File: src/rtl/spi_rm_pkg.sv
package spi_rm_pkg;
  localparam int unsigned WORD_W = 32;
  localparam int unsigned NB_W   = $clog2(WORD_W) + 1;
  localparam int unsigned ST_POS = 16;

  typedef enum logic [2:0] {
    ST_IDLE  = 3'd0,
    ST_SETUP = 3'd1,
    ST_SHIFT = 3'd2,
    ST_END   = 3'd3,
    ST_NEXT  = 3'd4,
    ST_WAIT  = 3'd5
  } st_e;

  localparam logic [1:0] A_CFG_A = 2'd0;
  localparam logic [1:0] A_CFG_B = 2'd1;
  localparam logic [1:0] A_DATA  = 2'd2;
  localparam logic [1:0] A_STAT  = 2'd3;
endpackage

File: src/rtl/spi_rm_tick.sv
module spi_rm_tick #(
  parameter int unsigned HALF_W = 16
) (
  input  logic              clk_i,
  input  logic              rst_ni,
  input  logic              run_i,
  input  logic [HALF_W-1:0] half_i,
  output logic              tick_o
);
  logic [HALF_W-1:0] cnt_q, lim;

  // zero half-period behaves as one clock
  assign lim    = (half_i == '0) ? '0 : half_i - 1'b1;
  assign tick_o = run_i && (cnt_q == lim);

  always_ff @(posedge clk_i or negedge rst_ni) begin
    if (!rst_ni)                cnt_q <= '0;
    else if (!run_i || tick_o)  cnt_q <= '0;
    else                        cnt_q <= cnt_q + 1'b1;
  end


  tick_gap_chk: assert property (@(posedge clk_i) disable iff (!rst_ni)
    (tick_o && half_i > 1) |=> !tick_o);
endmodule

File: src/rtl/spi_rm_shift.sv
module spi_rm_shift #(
  parameter int unsigned W    = 32,
  parameter int unsigned NB_W = 6
) (
  input  logic            clk_i,
  input  logic            rst_ni,
  input  logic            load_i,
  input  logic [W-1:0]    word_i,
  input  logic [NB_W-1:0] nbits_i,
  input  logic            lsb_i,
  input  logic            shift_i,
  input  logic            sample_i,
  input  logic            miso_i,
  output logic            mosi_o,
  output logic [W-1:0]    rx_o
);
  logic [W-1:0]    tx_q, rx_q;
  logic [NB_W-1:0] lsh;

  // MSB-first: left-align the used bits so bit W-1 always leaves first
  assign lsh    = NB_W'(W) - nbits_i;
  assign mosi_o = lsb_i ? tx_q[0] : tx_q[W-1];
  assign rx_o   = rx_q;

  always_ff @(posedge clk_i or negedge rst_ni) begin
    if (!rst_ni) begin
      tx_q <= '0;
      rx_q <= '0;
    end else if (load_i) begin
      tx_q <= lsb_i ? word_i : (word_i << lsh);
      rx_q <= '0;
    end else begin
      if (shift_i)
        tx_q <= lsb_i ? (tx_q >> 1) : (tx_q << 1);
      if (sample_i)
        rx_q <= lsb_i ? {miso_i, rx_q[W-1:1]} : {rx_q[W-2:0], miso_i};
    end
  end


  shift_sample_excl_chk: assert property (@(posedge clk_i) disable iff (!rst_ni)
    !(shift_i && sample_i));
endmodule

File: src/rtl/spi_rm_seq.sv
module spi_rm_seq
  import spi_rm_pkg::*;
#(
  parameter int unsigned LEN_W  = 16,
  parameter int unsigned WAIT_W = 16
) (
  input  logic              clk_i,
  input  logic              rst_ni,
  input  logic              tx_wr_i,
  input  logic [LEN_W-1:0]  len_i,
  input  logic              lsb_i,
  input  logic              cpha_i,
  input  logic [WAIT_W-1:0] wait_i,
  input  logic              tick_i,
  output st_e               st_o,
  output logic              run_o,
  output logic              load_o,
  output logic [NB_W-1:0]   nbits_o,
  output logic              shift_o,
  output logic              sample_o,
  output logic              act_o
);
  st_e               st_q;
  logic [LEN_W-1:0]  rem_q, rem_src;
  logic [NB_W-1:0]   nb_q, nb_new, ecnt_q;
  logic [NB_W:0]     last_e;
  logic [WAIT_W-1:0] wcnt_q;
  logic              act_q, lead, trail, last;

  assign rem_src = (st_q == ST_IDLE) ? len_i : rem_q;
  // MSB-first puts the partial chunk first, LSB-first puts it last
  always_comb begin
    if (lsb_i)
      nb_new = (rem_src > LEN_W'(WORD_W)) ? NB_W'(WORD_W) : rem_src[NB_W-1:0];
    else
      nb_new = (rem_src[NB_W-2:0] == '0) ? NB_W'(WORD_W) : {1'b0, rem_src[NB_W-2:0]};
  end

  assign load_o   = tx_wr_i && ((st_q == ST_IDLE && len_i != '0) || st_q == ST_NEXT);
  assign nbits_o  = load_o ? nb_new : nb_q;
  assign lead     = tick_i && (st_q == ST_SHIFT) && !ecnt_q[0];
  assign trail    = tick_i && (st_q == ST_SHIFT) &&  ecnt_q[0];
  assign shift_o  = cpha_i ? (lead && ecnt_q != '0) : trail;
  assign sample_o = cpha_i ? trail : lead;
  assign last_e   = {nb_q, 1'b0} - 1'b1;
  assign last     = ((NB_W+1)'(ecnt_q) == last_e);
  assign run_o    = (st_q == ST_SETUP) || (st_q == ST_SHIFT);
  assign st_o     = st_q;
  assign act_o    = act_q;

  always_ff @(posedge clk_i or negedge rst_ni) begin
    if (!rst_ni) begin
      st_q   <= ST_IDLE;
      rem_q  <= '0;
      nb_q   <= '0;
      ecnt_q <= '0;
      wcnt_q <= '0;
      act_q  <= 1'b0;
    end else begin
      unique case (st_q)
        ST_IDLE: if (load_o) begin
          rem_q  <= len_i;
          nb_q   <= nb_new;
          ecnt_q <= '0;
          st_q   <= ST_SETUP;
        end
        ST_SETUP: if (tick_i) st_q <= ST_SHIFT;
        ST_SHIFT: if (tick_i) begin
          act_q  <= ~act_q;
          ecnt_q <= ecnt_q + 1'b1;
          if (last) begin
            rem_q <= rem_q - LEN_W'(nb_q);
            st_q  <= ST_END;
          end
        end
        ST_END: begin
          if (rem_q != '0)         st_q <= ST_NEXT;
          else if (wait_i == '0)   st_q <= ST_IDLE;
          else begin
            wcnt_q <= wait_i;
            st_q   <= ST_WAIT;
          end
        end
        ST_NEXT: if (load_o) begin
          nb_q   <= nb_new;
          ecnt_q <= '0;
          st_q   <= ST_SHIFT;
        end
        ST_WAIT: begin
          wcnt_q <= wcnt_q - 1'b1;
          if (wcnt_q == 1) st_q <= ST_IDLE;
        end
        default: st_q <= ST_IDLE;
      endcase
    end
  end


  state_range_chk: assert property (@(posedge clk_i) disable iff (!rst_ni)
    st_q <= ST_WAIT);

  wait_nz_chk: assert property (@(posedge clk_i) disable iff (!rst_ni)
    (st_q == ST_WAIT) |-> (wcnt_q != '0));

  chunk_size_chk: assert property (@(posedge clk_i) disable iff (!rst_ni)
    (st_q == ST_SHIFT) |-> (nb_q != '0 && nb_q <= NB_W'(WORD_W)));
endmodule

File: src/rtl/spi_reg_master.sv
module spi_reg_master
  import spi_rm_pkg::*;
#(
  parameter int unsigned NUM_CH = 32,
  parameter int unsigned LEN_W  = 16,
  parameter int unsigned HALF_W = 16,
  parameter int unsigned WAIT_W = 16
) (
  input  logic              clk_i,
  input  logic              rst_ni,
  input  logic              reg_wr_i,
  input  logic [1:0]        reg_addr_i,
  input  logic [31:0]       reg_wdata_i,
  output logic [31:0]       reg_rdata_o,
  output logic              sclk_o,
  output logic              mosi_o,
  output logic [NUM_CH-2:0] cs_n_o,
  input  logic              miso_i
);
  localparam int unsigned CH_W    = $clog2(NUM_CH);
  localparam int unsigned LOOP_CH = NUM_CH - 1;

  logic [31:0]     cfg_a_q, cfg_b_q;
  logic [CH_W-1:0] act_ch_q;
  logic [31:0]     rx_w;
  logic [NB_W-1:0] nbits;
  st_e             st;
  logic free, cs_act, tick, run, load, shift, sample, act, miso_eff, tx_wr;

  logic            cfg_cpol, cfg_cpha, cfg_lsb;
  logic [CH_W-1:0] cfg_ch;

  assign cfg_cpol = cfg_a_q[31];
  assign cfg_cpha = cfg_a_q[30];
  assign cfg_lsb  = cfg_a_q[29];
  assign cfg_ch   = cfg_a_q[16 +: CH_W];

  assign free   = (st == ST_IDLE) || (st == ST_NEXT);
  assign cs_act = (st == ST_SETUP) || (st == ST_SHIFT) || (st == ST_END) || (st == ST_NEXT);
  assign tx_wr  = reg_wr_i && (reg_addr_i == A_DATA);

  always_ff @(posedge clk_i or negedge rst_ni) begin
    if (!rst_ni) begin
      cfg_a_q  <= '0;
      cfg_b_q  <= '0;
      act_ch_q <= '0;
    end else begin
      if (reg_wr_i && free && reg_addr_i == A_CFG_A) cfg_a_q <= reg_wdata_i;
      if (reg_wr_i && free && reg_addr_i == A_CFG_B) cfg_b_q <= reg_wdata_i;
      // channel frozen for the whole frame
      if (st == ST_IDLE) act_ch_q <= cfg_ch;
    end
  end

  spi_rm_tick #(.HALF_W(HALF_W)) i_tick (
    .clk_i, .rst_ni,
    .run_i  (run),
    .half_i (cfg_b_q[16 +: HALF_W]),
    .tick_o (tick)
  );

  spi_rm_seq #(.LEN_W(LEN_W), .WAIT_W(WAIT_W)) i_seq (
    .clk_i, .rst_ni,
    .tx_wr_i  (tx_wr),
    .len_i    (cfg_a_q[LEN_W-1:0]),
    .lsb_i    (cfg_lsb),
    .cpha_i   (cfg_cpha),
    .wait_i   (cfg_b_q[WAIT_W-1:0]),
    .tick_i   (tick),
    .st_o     (st),
    .run_o    (run),
    .load_o   (load),
    .nbits_o  (nbits),
    .shift_o  (shift),
    .sample_o (sample),
    .act_o    (act)
  );

  assign miso_eff = (act_ch_q == CH_W'(LOOP_CH)) ? mosi_o : miso_i;

  spi_rm_shift #(.W(WORD_W), .NB_W(NB_W)) i_shift (
    .clk_i, .rst_ni,
    .load_i   (load),
    .word_i   (reg_wdata_i),
    .nbits_i  (nbits),
    .lsb_i    (cfg_lsb),
    .shift_i  (shift),
    .sample_i (sample),
    .miso_i   (miso_eff),
    .mosi_o   (mosi_o),
    .rx_o     (rx_w)
  );

  assign sclk_o = cfg_cpol ^ act;

  for (genvar g = 0; g < NUM_CH - 1; g++) begin : g_cs
    assign cs_n_o[g] = !(cs_act && (act_ch_q == CH_W'(g)));
  end

  always_comb begin
    unique case (reg_addr_i)
      A_CFG_A: reg_rdata_o = cfg_a_q;
      A_CFG_B: reg_rdata_o = cfg_b_q;
      A_DATA:  reg_rdata_o = rx_w;
      default: reg_rdata_o = 32'(st) << ST_POS;
    endcase
  end


  cs_onehot_chk: assert property (@(posedge clk_i) disable iff (!rst_ni)
    $onehot0(~cs_n_o));

  sclk_idle_chk: assert property (@(posedge clk_i) disable iff (!rst_ni)
    (st != ST_SHIFT) |-> (sclk_o == cfg_cpol));

  cfg_hold_chk: assert property (@(posedge clk_i) disable iff (!rst_ni)
    (reg_wr_i && !free && reg_addr_i == A_CFG_A) |=> $stable(cfg_a_q));

  wait_cs_chk: assert property (@(posedge clk_i) disable iff (!rst_ni)
    (st == ST_WAIT) |-> (&cs_n_o));
endmodule

File: config.mk
export PLATFORM = sky130hd
export DESIGN_NAME = spi_reg_master
export DESIGN_NICKNAME = d
export VERILOG_FILES = /design/src/rtl/spi_rm_pkg.sv /design/src/rtl/spi_rm_tick.sv /design/src/rtl/spi_rm_shift.sv /design/src/rtl/spi_rm_seq.sv /design/src/rtl/spi_reg_master.sv
export SDC_FILE = /design/constraint.sdc
export NUM_CORES = 1
export LEC_CHECK = 0
export BUFFER_PORTS_ARGS = -buffer_cell sky130_fd_sc_hd__buf_2
export CAP_MARGIN = 20
export CELL_PAD_IN_SITES_DETAIL_PLACEMENT = 0
export CELL_PAD_IN_SITES_GLOBAL_PLACEMENT = 2
export CORE_ASPECT_RATIO = 2
export CORE_MARGIN = 2
export CORE_UTILIZATION = 39
export DETAILED_ROUTE_END_ITERATION = 8
export PLACE_DENSITY_LB_ADDON = 0.1
export SLEW_MARGIN = 20
export SYNTH_ARGS = -nofsm -noshare
export SYNTH_HDL_FRONTEND = slang
export SYNTH_SLANG_ARGS = --single-unit
File: constraint.sdc
create_clock -name clk_i -period 5.4 [get_ports clk_i]
set_clock_uncertainty 0.15 [all_clocks]
set_input_delay 0.81 -clock clk_i [delete_from_list [all_inputs] [get_ports clk_i]]
set_output_delay 0.81 -clock clk_i [all_outputs]
set_load 0.005 [all_outputs]
* After elaboration in Yosys (flattened, before gate mapping)
Cells that the tools add are included.
** Word-level totals
- Flip-flop bits (word level) :: 197
- Logic and storage cells :: 212
** Cells by class
- Add/subtract/negate cells :: 7
- Magnitude comparators :: 1
- Eq/ne operators :: 50
- Shift-type cells :: 1
- Multiplexer cells :: 38
- Bitwise gates (word level) :: 2
- Reductions and logical operators :: 101
** Operators by type and width (count)
- $mux 32 :: 7
- $mux 16 :: 8
- $pmux 32 s3 :: 1
- $eq 5x5->1 const B :: 16
- $pmux 16 s2 :: 2
- $logic_and 1x1->1 :: 42
- $eq 5x4->1 const B :: 8
- $mux 6 :: 6
- $logic_not 1->1 :: 33
- $logic_not 16->1 :: 2
- $reduce_bool 16->1 :: 2
- $shl 32x6->32 :: 1
- $sub 16x1->16 const B :: 2
- $mux 3 :: 8
- $eq 5x3->1 const B :: 4
- $pmux 3 s6 :: 1
- $add 16x1->16 const B :: 1
- $eq 16x1->1 const B :: 1
- $eq 16x16->1 :: 1
- $gt 16x6->1 const B :: 1
- $sub 16x6->16 :: 1
- $ne 2x1->1 const B :: 7
- $pmux 6 s2 :: 1
- $eq 5x2->1 const B :: 2
- other kinds (25) :: 42

* Depth between registers and ports, before layout
Gate-level depths: netlist of run 1.
- Word-level depth :: 10
- Gate-level depth with buffers :: 18
- Gate-level depth less buffers :: 15

* Hierarchy
A second synthesis of run 1 with hierarchy kept.
** Unflattened totals
- Cell total of the unflattened synthesis :: 1435
- Area, all modules :: 14203.6 µm²
** By module, submodules not included
- spi_rm_shift :: times used 1, cells an instance 520, area an instance 5350.1 µm²
- spi_reg_master :: times used 1, cells an instance 306, area an instance 3747.3 µm²
- spi_rm_seq :: times used 1, cells an instance 409, area an instance 3538.4 µm²
- spi_rm_tick :: times used 1, cells an instance 200, area an instance 1567.8 µm²

* Least setup slack after synthesis of run 1
Ideal clock, no wire load.
- Path kind :: reg2reg
- Start :: register cfg_a_q[15]
- End :: register i_shift.tx_q[28]
- Setup time :: 137 ps
- Arrival :: 4494 ps
- Setup slack :: 619 ps
- Stages on the path, launching flop included :: 16
- Path buffers :: 5
- Cells stage by stage :: dfrtp_1 or4_1 or4b_1 a31oi_2 a22oi_2 buf_6 buf_1 ha_1 buf_1 clkbuf_1 clkbuf_1 mux4_2 nand2_1 a22oi_1 a221oi_1 a21oi_1
** On the way
- Word-level cells in the longest chain between the ends :: 9
** Ends and longest elaborated chain
- from (decl) :: line spi_reg_master.sv:23 : logic [31:0] cfg_a_q, cfg_b_q;
- from (signal assigned) :: line spi_reg_master.sv:48 : if (reg_wr_i && free && reg_addr_i == A_CFG_A) cfg_a_q <= reg_wdata_i;
- $mux 16 / $reduce_bool 16->1 (equally long branches) :: line spi_rm_seq.sv:30, spi_rm_seq.sv:39
- $gt 16x6->1 / $logic_and 1x1->1 (equally long branches) :: line spi_rm_seq.sv:34, spi_rm_seq.sv:39
- $mux 6 / $logic_or 1x1->1 (equally long branches) :: line spi_rm_seq.sv:34, spi_rm_seq.sv:39
- $mux 6 / $logic_and 1x1->1 (equally long branches) :: line spi_rm_seq.sv:33, spi_rm_seq.sv:39
- $mux 6
- $sub 6x6->6 :: line spi_rm_shift.sv:21 : assign lsh = NB_W'(W) - nbits_i;
- $shl 32x6->32 :: line spi_rm_shift.sv:30 : tx_q <= lsb_i ? word_i : (word_i << lsh);
- $mux 32 :: line spi_rm_shift.sv:30
- $mux 32 :: line spi_rm_shift.sv:29 : end else if (load_i) begin
- to (signal assigned) :: line spi_rm_shift.sv:30
- to (signal assigned) :: line spi_rm_shift.sv:34 : tx_q <= lsb_i ? (tx_q >> 1) : (tx_q << 1);
- to (decl) :: line spi_rm_shift.sv:17 : logic [W-1:0] tx_q, rx_q;
Several ways; a longest one is shown, not always the timed one.
A chain may end at the register's enable or synchronous reset.

* Worst setup path in the final report of run 1
- Start :: register cfg_a_q[15]
- End :: register i_shift.tx_q[20]
The elaborated chain is that of the path after synthesis.

==> reports/results.ini, run 1 <==
[yosys]
synth_cell_types=85
synth.net_count=1611
syn-cell-area_um2=14000
synth_warnings=0
synth_edf_count=0
syn_inst=1557
ys.flop_type=dfrtp_1
avgSynthCellArea_um2=8.99
synth-async-reset-ratio=1.00
yosysSeqAreaShare=0.352
ys_ff_latch=197

[floorplanning]
dieArea_um2=37500
die_x_um=138
rows=98
coreArea_um2=35600
start_util=0.393
boundaryPins=103
die_h_um=272

[critical_path]
path_cells=or4_1, or4b_1, a31oi_2, a22oi_1, ha_1, nor3_1, nor2_1, buf_4, mux2_2, o21ai_0, o211ai_1, o211ai_1, o211a_1
cp-end-kind=flop
r2r-start=cfg_a_q[15]
cp_top_family=compound AO/OA/AOI/OAI gates
required_ns=5.66
crit_fanout=12
path_class=flop to flop
cp_common_cell=o211ai_1
critPathArrivalTime_ns=5.30
cpPeakStageDelay_ns=0.80
cp-start-kind=flop
startpoint=cfg_a_q[15]
slowest_stage=o21ai_0
cp_num_buf_inv=1

[grt]
grt_pass1_vias=13200
grt_max_degree=125
grt_pass1_wl_um=81800
grt_usage=0.299
overflow=0
antenna_found_initial=1

[power_and_ir_drop]
switchingPower_mw=4.94
p_int_mw=5.21
swShare=0.487
power_density_nw_per_um2=645
power_mw=10.1
total_leakage_power_nw=6.73
pwr-share-comb=0.577
pwr-share-clk=0.142
vdd_drop_max_mv=0.306
seqPwrFrac=0.281

[clock_network]
cts_buffer_depth=2
cts_hold_buf=0
cts_buffers=17
cts_sinks=197
h-tree-depth=4
cts-root-buf=clkbuf_16
postCtsSetupBuffers=0
clk_pin_slew_worst_paths_ns=0.08
clock_latency_ns=0.47
cts_tree=built
cts-resized-gates=0

[sta]
drv_slew=0
fmax_mhz=199
whs_ns=0.199
rsz0062_at_grt=no
fin_crit_ns=5.03
report.final.hold_viol_count=0
setup-tns-final_ns=0
setup_viol=0
slew_headroom=0.270
worstMarginPinSlew_ns=1.09
fin_crit_sh=0.932

[route]
drtIter0Drc=663
wl_per_cell_um=26.1
drtPass1Iterations=4
routed_wl_um=54600
drcViolationCount=0
drtAntennaViolNets=0
via_per_inst=6.00
via_count=12500

[final_layout]
drive_gt1_frac=0.208
area_delta_synth_final_pct=12.5
fin_nets=1679

[status]
outcome=finished, final reports clean

[placed_design]
port_buffers=102
gp_congestion=0.935
dpl.hpwl_um=41500

[run]
drv_cap=0

[worst_hold_path]
hp-class=input port to async pin

-- metal layers --
layer	part of all wire	track usage	up-vias	routed length, um
li1	-	-	5839	-
met5	0	0	-	0
met3	0.029	0.0333	133	1580
met2	0.56	0.564	314	30400
met4	0.067	0.180	0	3640
met1	0.35	0.305	6243	19000
-- sequential cells by signal (all words and copies together), names as in the netlist, 3 cells and up --
name          flops
i_seq.st_o        3
act_ch_q          5
cfg_a_q          32
i_seq.rem_q      16
i_shift.tx_q     32
i_shift.rx_o     32
i_seq.ecnt_q      6
i_tick.cnt_q     16
i_seq.wcnt_q     16
cfg_b_q          32
i_seq.nb_q        6
-- path summary, 6_finish.rpt --
kind,endpoint,slack (ns),depth (start not counted)
max reg2reg,i_shift.tx_q[20],0.37,13
min in group clk_i,i_seq.act_o,0.35,1
max,i_shift.tx_q[20],0.37,13
min,i_seq.wcnt_q[5],0.20,1
min reg2reg,i_seq.act_o,0.35,1
max in group asynchronous,cfg_a_q[29],3.57,2
-- stage by stage --
stage	cells	setup slack [ns]	area (um2)	util
global route	2088	0.139	15700	0.442
CTS	2088	0.484	15700	0.442
floorplan	1557	0.619	14000	-
finish	2089	0.366	15700	0.443
global placement	2056	0.483	15100	0.424
detailed placement	2056	0.502	15100	0.424
-- final cells by class --
type                    count  area [um2]
inverters                  34         128
clock inverters            13         195
well taps                 450         563
multi-input cells        1218        8530
flip-flops and latches    197        4930
fillers                  3665       19800
diodes                      1        2.50
repair buffers            157         945
clock buffers              19         443
-- logic make-up (layout without fill, tap and decap cells) --
group	Yosys count	in the layout	share of synthesized area
xor+xnor	49	49	0.0317
simple gates	537	537	0.184
flops	197	197	0.352
buf+inv	142	223	0.0432
other cells	0	1	0
fa+ha+maj	16	16	0.0148
mux	239	239	0.200
compound gates	377	377	0.174
-- synthesized netlist by cell type (5+ instances only) --
cell type  count  share of area
a211oi_1      19          0.010
a21o_1         7         0.0038
a21oi_1       84          0.030
a221o_1        7         0.0050
a221oi_1       8         0.0050
a22oi_1       13         0.0070
a31oi_1       19         0.0085
a32oi_1        5         0.0031
and2_1        12         0.0054
and3_1        10         0.0045
buf_1         13         0.0035
buf_2         21         0.0075
buf_6          5         0.0040
clkbuf_1      67          0.018
dfrtp_1      197           0.35
ha_1          15          0.013
inv_1         33         0.0089
mux2_2        92          0.074
mux2i_1      124          0.089
mux4_2        23          0.037
nand2_1      208          0.056
nand2b_1       9         0.0040
nand3_1       40          0.014
nand4_1       11         0.0049
nor2_1       114          0.031
nor2b_1       14         0.0063
nor3_1        33          0.012
nor3b_1        8         0.0043
nor4_1        22         0.0098
o211a_1        5         0.0036
o211ai_1      10         0.0054
o21a_1         7         0.0038
o21ai_0       86          0.031
o21ai_1       27         0.0097
o22ai_1        5         0.0022
o31ai_1       36          0.019
or3_1         17         0.0076
xnor2_1       27          0.017
xor2_1        21          0.013
-- power by group through the flow --
stage	sequential (mW)	combinational, mW	clock (mW)
floorplan	2.44	4.05	0
global placement	2.87	5.79	0
detailed placement	2.88	5.81	0
CTS	2.85	5.84	1.47
global route	2.93	6.35	1.52
finish	2.85	5.85	1.44
-- cell usage in the layout (no fill, tap or decap), types with 6 or more instances in the layout --
| cell type | synthesis | routed |
|---|---|---|
| buf_2 | 21 | 101 |
| o31ai_1 | 36 | 36 |
| nand2b_1 | 9 | 9 |
| a22oi_1 | 13 | 13 |
| mux4_2 | 23 | 23 |
| dfrtp_1 | 197 | 196 |
| and3_1 | 10 | 10 |
| inv_1 | 33 | 33 |
| xor2_1 | 21 | 20 |
| and2_1 | 12 | 12 |
| nand2_1 | 208 | 207 |
| a31oi_1 | 19 | 19 |
| mux2_2 | 92 | 92 |
| nor2b_1 | 14 | 13 |
| mux2i_1 | 124 | 124 |
| xnor2_1 | 27 | 26 |
| nand4_1 | 11 | 11 |
| nor3b_1 | 8 | 7 |
| nor4_1 | 22 | 20 |
| nor2_1 | 114 | 114 |
| nand3_1 | 40 | 40 |
| o21a_1 | 7 | 7 |
| a21oi_1 | 84 | 83 |
| nor3_1 | 33 | 31 |
| ha_1 | 15 | 15 |
| a221o_1 | 7 | 7 |
| clkbuf_16 | 0 | 17 |
| buf_4 | 2 | 54 |
| a211oi_1 | 19 | 19 |
| a221oi_1 | 8 | 8 |
| a21o_1 | 7 | 6 |
| o21ai_0 | 86 | 86 |
| o21ai_1 | 27 | 27 |
| o211ai_1 | 10 | 10 |
| or3_1 | 17 | 17 |
Power figures use the tool's default switching activity.
==> run 2: changes to the inputs <==
CORE_UTILIZATION = 40   (was 39)
SYNTH_HIERARCHICAL = 1   (was not set)
==> run 2 against run 1 <==
Net effect: worst hold slack worse by 0.055 ns; clock-buffer cell count up 1; core utilization up 0.59 points; via count down 4.4%; power down 0.47%; routed wire length down 8.2%; die area down 1.0%; synthesized area up 1.5%; critical path type unchanged; largest power group unchanged.
==> reports/results.ini, run 2 <==
[status]
outcome=finished, final reports clean

[yosys]
syn-cell-area_um2=14200
ys_top_cells_by_count=197 x dfrtp_1, 135 x nor2_1, 122 x nand2_1, 115 x mux2i_1, 84 x a211oi_1
synth_cell_types=96
yosys.area.top_type=dfrtp_1
ys_ff_latch=197
synth_edf_count=0
synth.net_count=1488
ys.flop_type=dfrtp_1
avgSynthCellArea_um2=9.90
netlist.area_leader.share=0.347
synth-async-reset-ratio=1.00
yosysSeqAreaShare=0.347
synth_warnings=6
synthTopCellsByArea=dfrtp_1 35%, mux2i_1 8.1%, mux4_2 6.2%
syn_inst=1435
synth_most_common_cell=dfrtp_1

[critical_path]
required_ns=5.60
cp_top_family=simple AND/OR/NAND/NOR gates
cp_common_cell=or4_1
crit_fanout=9
cp_num_buf_inv=1
cpPeakStageDelay_ns=0.59
r2r_cells=13
r2r-end=i_seq/rem_q[1]
reg2reg_slack_ns=0.27
slowest_stage=or4b_1
r2r-start=cfg_b_q[16]
cp-end-kind=flop
startpoint=cfg_b_q[16]
path_class=flop to flop
cp-start-kind=flop
critPathArrivalTime_ns=5.33
path_cells=inv_1, ha_1, or4b_1, o311a_1, a2111oi_1, nand4_1, and4b_1, and2_1, nand2_1, or4_1, or4_1, o21ai_4, mux2_2

[route]
via_count=12000
drtAntennaViolNets=0
drtPass1Iterations=5
drtIter0Drc=712
wl_per_cell_um=25.6
routed_wl_um=50100
drcViolationCount=0
via_per_inst=6.13

[grt]
grt_pass1_wl_um=76600
grt_pass1_vias=12300
overflow=0
antenna_found_initial=0
grt_usage=0.277
grt_max_degree=75

[clock_network]
cts-root-buf=clkbuf_16
cts_buffer_depth=2
clk_pin_slew_worst_paths_ns=0.08
h-tree-depth=4
clock_latency_ns=0.47
cts_tree=built
postCtsSetupBuffers=0
cts_sinks=197
cts_hold_buf=0
cts_buffers=17

[floorplanning]
dieArea_um2=37100
coreArea_um2=35100
die_x_um=137
boundaryPins=103
die_h_um=270
start_util=0.405
rows=97

[run]
drv_cap=0

[sta]
fmax_mhz=195
rsz0062_at_grt=no
setup_viol=0
setup-tns-final_ns=0
finalWorstSetupSlack_ns=0.271
drv_slew=0
report.final.hold_viol_count=0
fin_crit_ns=5.13
worstMarginPinSlew_ns=1.05
slew_headroom=0.300
fin_crit_sh=0.950

[power_and_ir_drop]
power_mw=10.1
power_density_nw_per_um2=642
vdd_drop_max_mv=0.357
total_leakage_power_nw=6.41

[placed_design]
dpl.hpwl_um=38400
port_buffers=102
gp_congestion=0.941
placed_area_um2=15100
pre_cts_ws_ns=0.233

[final_layout]
final_area_um2=15700
final_common_cell=dfrtp_1
multi_input_area_um2=8600
fillCellCount=3422
num_antenna_cells=0
final_util=0.448
fin_nets=1550
area_delta_synth_final_pct=10.7
seq_area_um2=4930
drive_gt1_frac=0.232
final_cell_mix=196 x dfrtp_1, 134 x nor2_1, 122 x nand2_1

[worst_hold_path]
hp-class=input port to async pin

==> run 2: cell count changes in the layout (fill, tap and decap cells not counted), sizes merged, moves of 25 or more <==
| cell | change |
|---|---|
| o31ai | -32 |
| nand2 | -88 |
| nand3 | +25 |
| a21oi | -56 |
| a211oi | +65 |
| o21ai | -63 |
==> run 2: worst max path at each step <==
stage	endpoint	cells past startpoint
6_report	i_seq/rem_q[1]	13
3_5_place_dp	i_seq/rem_q[1]	13
2_1_floorplan	i_shift/tx_q[30]	18
3_3_place_gp	i_seq/rem_q[3]	13
4_1_cts	i_seq/rem_q[1]	13
5_1_grt	i_seq/rem_q[1]	12
==> run 2: what timing repair did <==
item                       in CTS  in global routing
hold endpoints to repair        0                  0
gates resized for setup         0                  2
setup endpoints to repair       0                  6
==> run 2: cell families (layout without fill, tap and decap cells) <==
| family | after synthesis | count (layout) | share of synthesized area |
|---|---|---|---|
| AO/OA/AOI/OAI | 300 | 300 | 0.153 |
| XOR/XNOR | 43 | 43 | 0.0278 |
| adder cells (fa/ha/maj) | 15 | 15 | 0.0137 |
| buffers and inverters | 140 | 215 | 0.0511 |
| flip-flops | 197 | 197 | 0.347 |
| multiplexers | 253 | 253 | 0.235 |
| AND/OR/NAND/NOR | 487 | 487 | 0.173 |
==> run 2: metal layers <==
layer	up-vias	GRT usage	share of wire
li1	5531	-	-
met1	6037	0.291	0.36
met3	108	0.0350	0.029
met2	306	0.525	0.56
met4	0	0.140	0.049
met5	-	0	0
==> run 2: power by group <==
| part | internal [mW] | switching [mW] | total, mW | leakage (nW) |
|---|---|---|---|---|
| Sequential | 2.03 | 0.769 | 2.80 | 2.47 |
| Clock | 0.654 | 0.678 | 1.33 | 0.294 |
| Combinational | 2.71 | 3.26 | 5.97 | 3.65 |
==> run 2: area by class of cell <==
cell class | count | share of cell area
clock buffer | 20 | 0.0297
clock inverter | 12 | 0.00812
inverter | 30 | 0.00724
multi-input combinational | 1098 | 0.547
sequential | 197 | 0.314
tap | 445 | 0.0354
timing repair buffer | 153 | 0.0590
==> run 2: stage by stage <==
step | hold slack (ns) | std cells
detailed placement | 0.344 | 1923
floorplan | 0.298 | 1435
global route | 0.184 | 1955
CTS | 0.169 | 1955
global placement | 0.344 | 1923
finish | 0.145 | 1955
==> run 3: changes to the inputs <==
CORE_UTILIZATION = 41   (was 40)
CTS_BUF_LIST = sky130_fd_sc_hd__clkbuf_4   (was not set)
==> run 3 against run 2 <==
Net effect: cell count about the same; clock-buffer cell count fell by 3; largest cell class unchanged; clock power shrank 28%; largest power group unchanged; core utilization grew 0.54 points; via count is 1.0% higher.
==> reports/results.ini, run 3 (synthesis results as in run 2) <==
[floorplanning]
dieArea_um2=36200
boundaryPins=103
rows=96
coreArea_um2=34200
die_x_um=136
die_h_um=267
start_util=0.415

[critical_path]
path_class=flop to flop
r2r-end=i_seq/rem_q[5]
cp-end-kind=flop
required_ns=5.81
r2r_cells=14
critPathArrivalTime_ns=5.60
crit_fanout=8
r2r-start=cfg_b_q[16]
cp-start-kind=flop
reg2reg_slack_ns=0.21

[grt]
overflow=0
antenna_found_initial=1
grt_usage=0.288
grt_max_degree=116
grt_pass1_wl_um=77400
grt_pass1_vias=12200

[placed_design]
gp_congestion=0.912
pre_cts_ws_ns=0.253
port_buffers=102
dpl.hpwl_um=39000

[route]
wl_per_cell_um=26.3
wl_met1_um=17900
drtPass1Iterations=5
via_count=12100
drtAntennaViolNets=0
routed_wl_um=51500
via_per_inst=6.19
drtIter0Drc=792
drcViolationCount=0
top_layer_used=met4
dr_wl_met2_um=29600
dr_wl_met3_um=1690

[sta]
fin_crit_sh=0.961
slew_headroom=0.295
report.final.hold_viol_count=0
whs_ns=0.0593
setup_viol=0
drv_slew=0
worstMarginPinSlew_ns=1.06
finalWorstSetupSlack_ns=0.211
fin_crit_ns=5.19
fmax_mhz=193

[final_layout]
drive_gt1_frac=0.234
final_common_cell=dfrtp_1
fin_nets=1553
fillCellCount=3371
multi_input_area_um2=8600
seq_area_um2=4930
final_util=0.454
area_delta_synth_final_pct=9.36
final_cell_mix=196 x dfrtp_1, 134 x nor2_1, 122 x nand2_1

[power_and_ir_drop]
vdd_drop_max_mv=0.320
power_density_nw_per_um2=631
total_leakage_power_nw=6.33

[clock_network]
clock_latency_ns=0.68
cts_buffers=17
cts_tree=built
h-tree-depth=4
cts_sinks=197
cts-root-buf=clkbuf_4
clk_pin_slew_worst_paths_ns=0.19
cts_buffer_depth=2

[status]
outcome=finished, final reports clean

[worst_hold_path]
hp-class=input port to async pin

[run]
drv_cap=0

[run 3: stage by stage]
stage | cell area, um2 | setup TNS, ns | std cells | total power [mW]
finish | 15500 | 0 | 1956 | 9.81
detailed placement | 15100 | 0 | 1920 | 8.86
global route | 15500 | -0.0779 | 1956 | 10.4
CTS | 15500 | 0 | 1952 | 9.83
global placement | 15100 | 0 | 1919 | 8.81
floorplan | 14200 | 0 | 1435 | 6.94
[run 3: final cells by class]
class	count	share of cell area
clock inverter	15	0.0149
clock buffer	17	0.00822
antenna	2	0.000322
tap	441	0.0355
inverter	30	0.00733
sequential	197	0.318
timing repair buffer	156	0.0626
multi-input combinational	1098	0.554
[run 3: power breakdown]
part / internal (mW) / total [mW] / switching (mW)
Sequential: 2.02 / 2.77 / 0.743
Clock: 0.312 / 0.952 / 0.640
Combinational: 2.76 / 6.09 / 3.33
[run 3: how the worst max path moves through the flow]
stage / from / to / slack, ns / cells after the start
2_1_floorplan: reg_addr_i[0] / i_shift/tx_q[30] / 0.21 / 18
3_3_place_gp: cfg_b_q[24] / i_seq/rem_q[3] / 0.29 / 11
3_5_place_dp: cfg_b_q[16] / i_seq/rem_q[0] / 0.25 / 14
4_1_cts: cfg_b_q[16] / i_seq/rem_q[5] / 0.21 / 14
5_1_grt: cfg_b_q[24] / i_seq/rem_q[5] / -0.02 / 12
6_report: cfg_b_q[16] / i_seq/rem_q[5] / 0.21 / 14
[run 3: worst max-delay path, stage by stage, from the launching register on]
cell,delay [ns]
dfrtp_1,0.47
inv_1,0.11
ha_1,0.25
or4b_1,0.57
nor4_1,0.39
xnor2_1,0.13
a221oi_1,0.33
nand4_1,0.11
and4b_1,0.37
and2_1,0.30
nand2_1,0.15
or4_1,0.49
or4_1,0.56
o21ai_4,0.33
mux2_2,0.37
[run 3: what timing repair did]
item | CTS | global route
setup buffers | 0 | 2
resized for setup | 0 | 2
endpoints found under the setup margin | 0 | 7
hold buffers | 0 | 0
hold endpoints to repair | 0 | 0
[run 3: metal layers]
layer  track usage  up-vias
met2         0.567      359
met1         0.294     6108
met4         0.128        0
met5             0        -
li1              -     5520
met3        0.0375      119
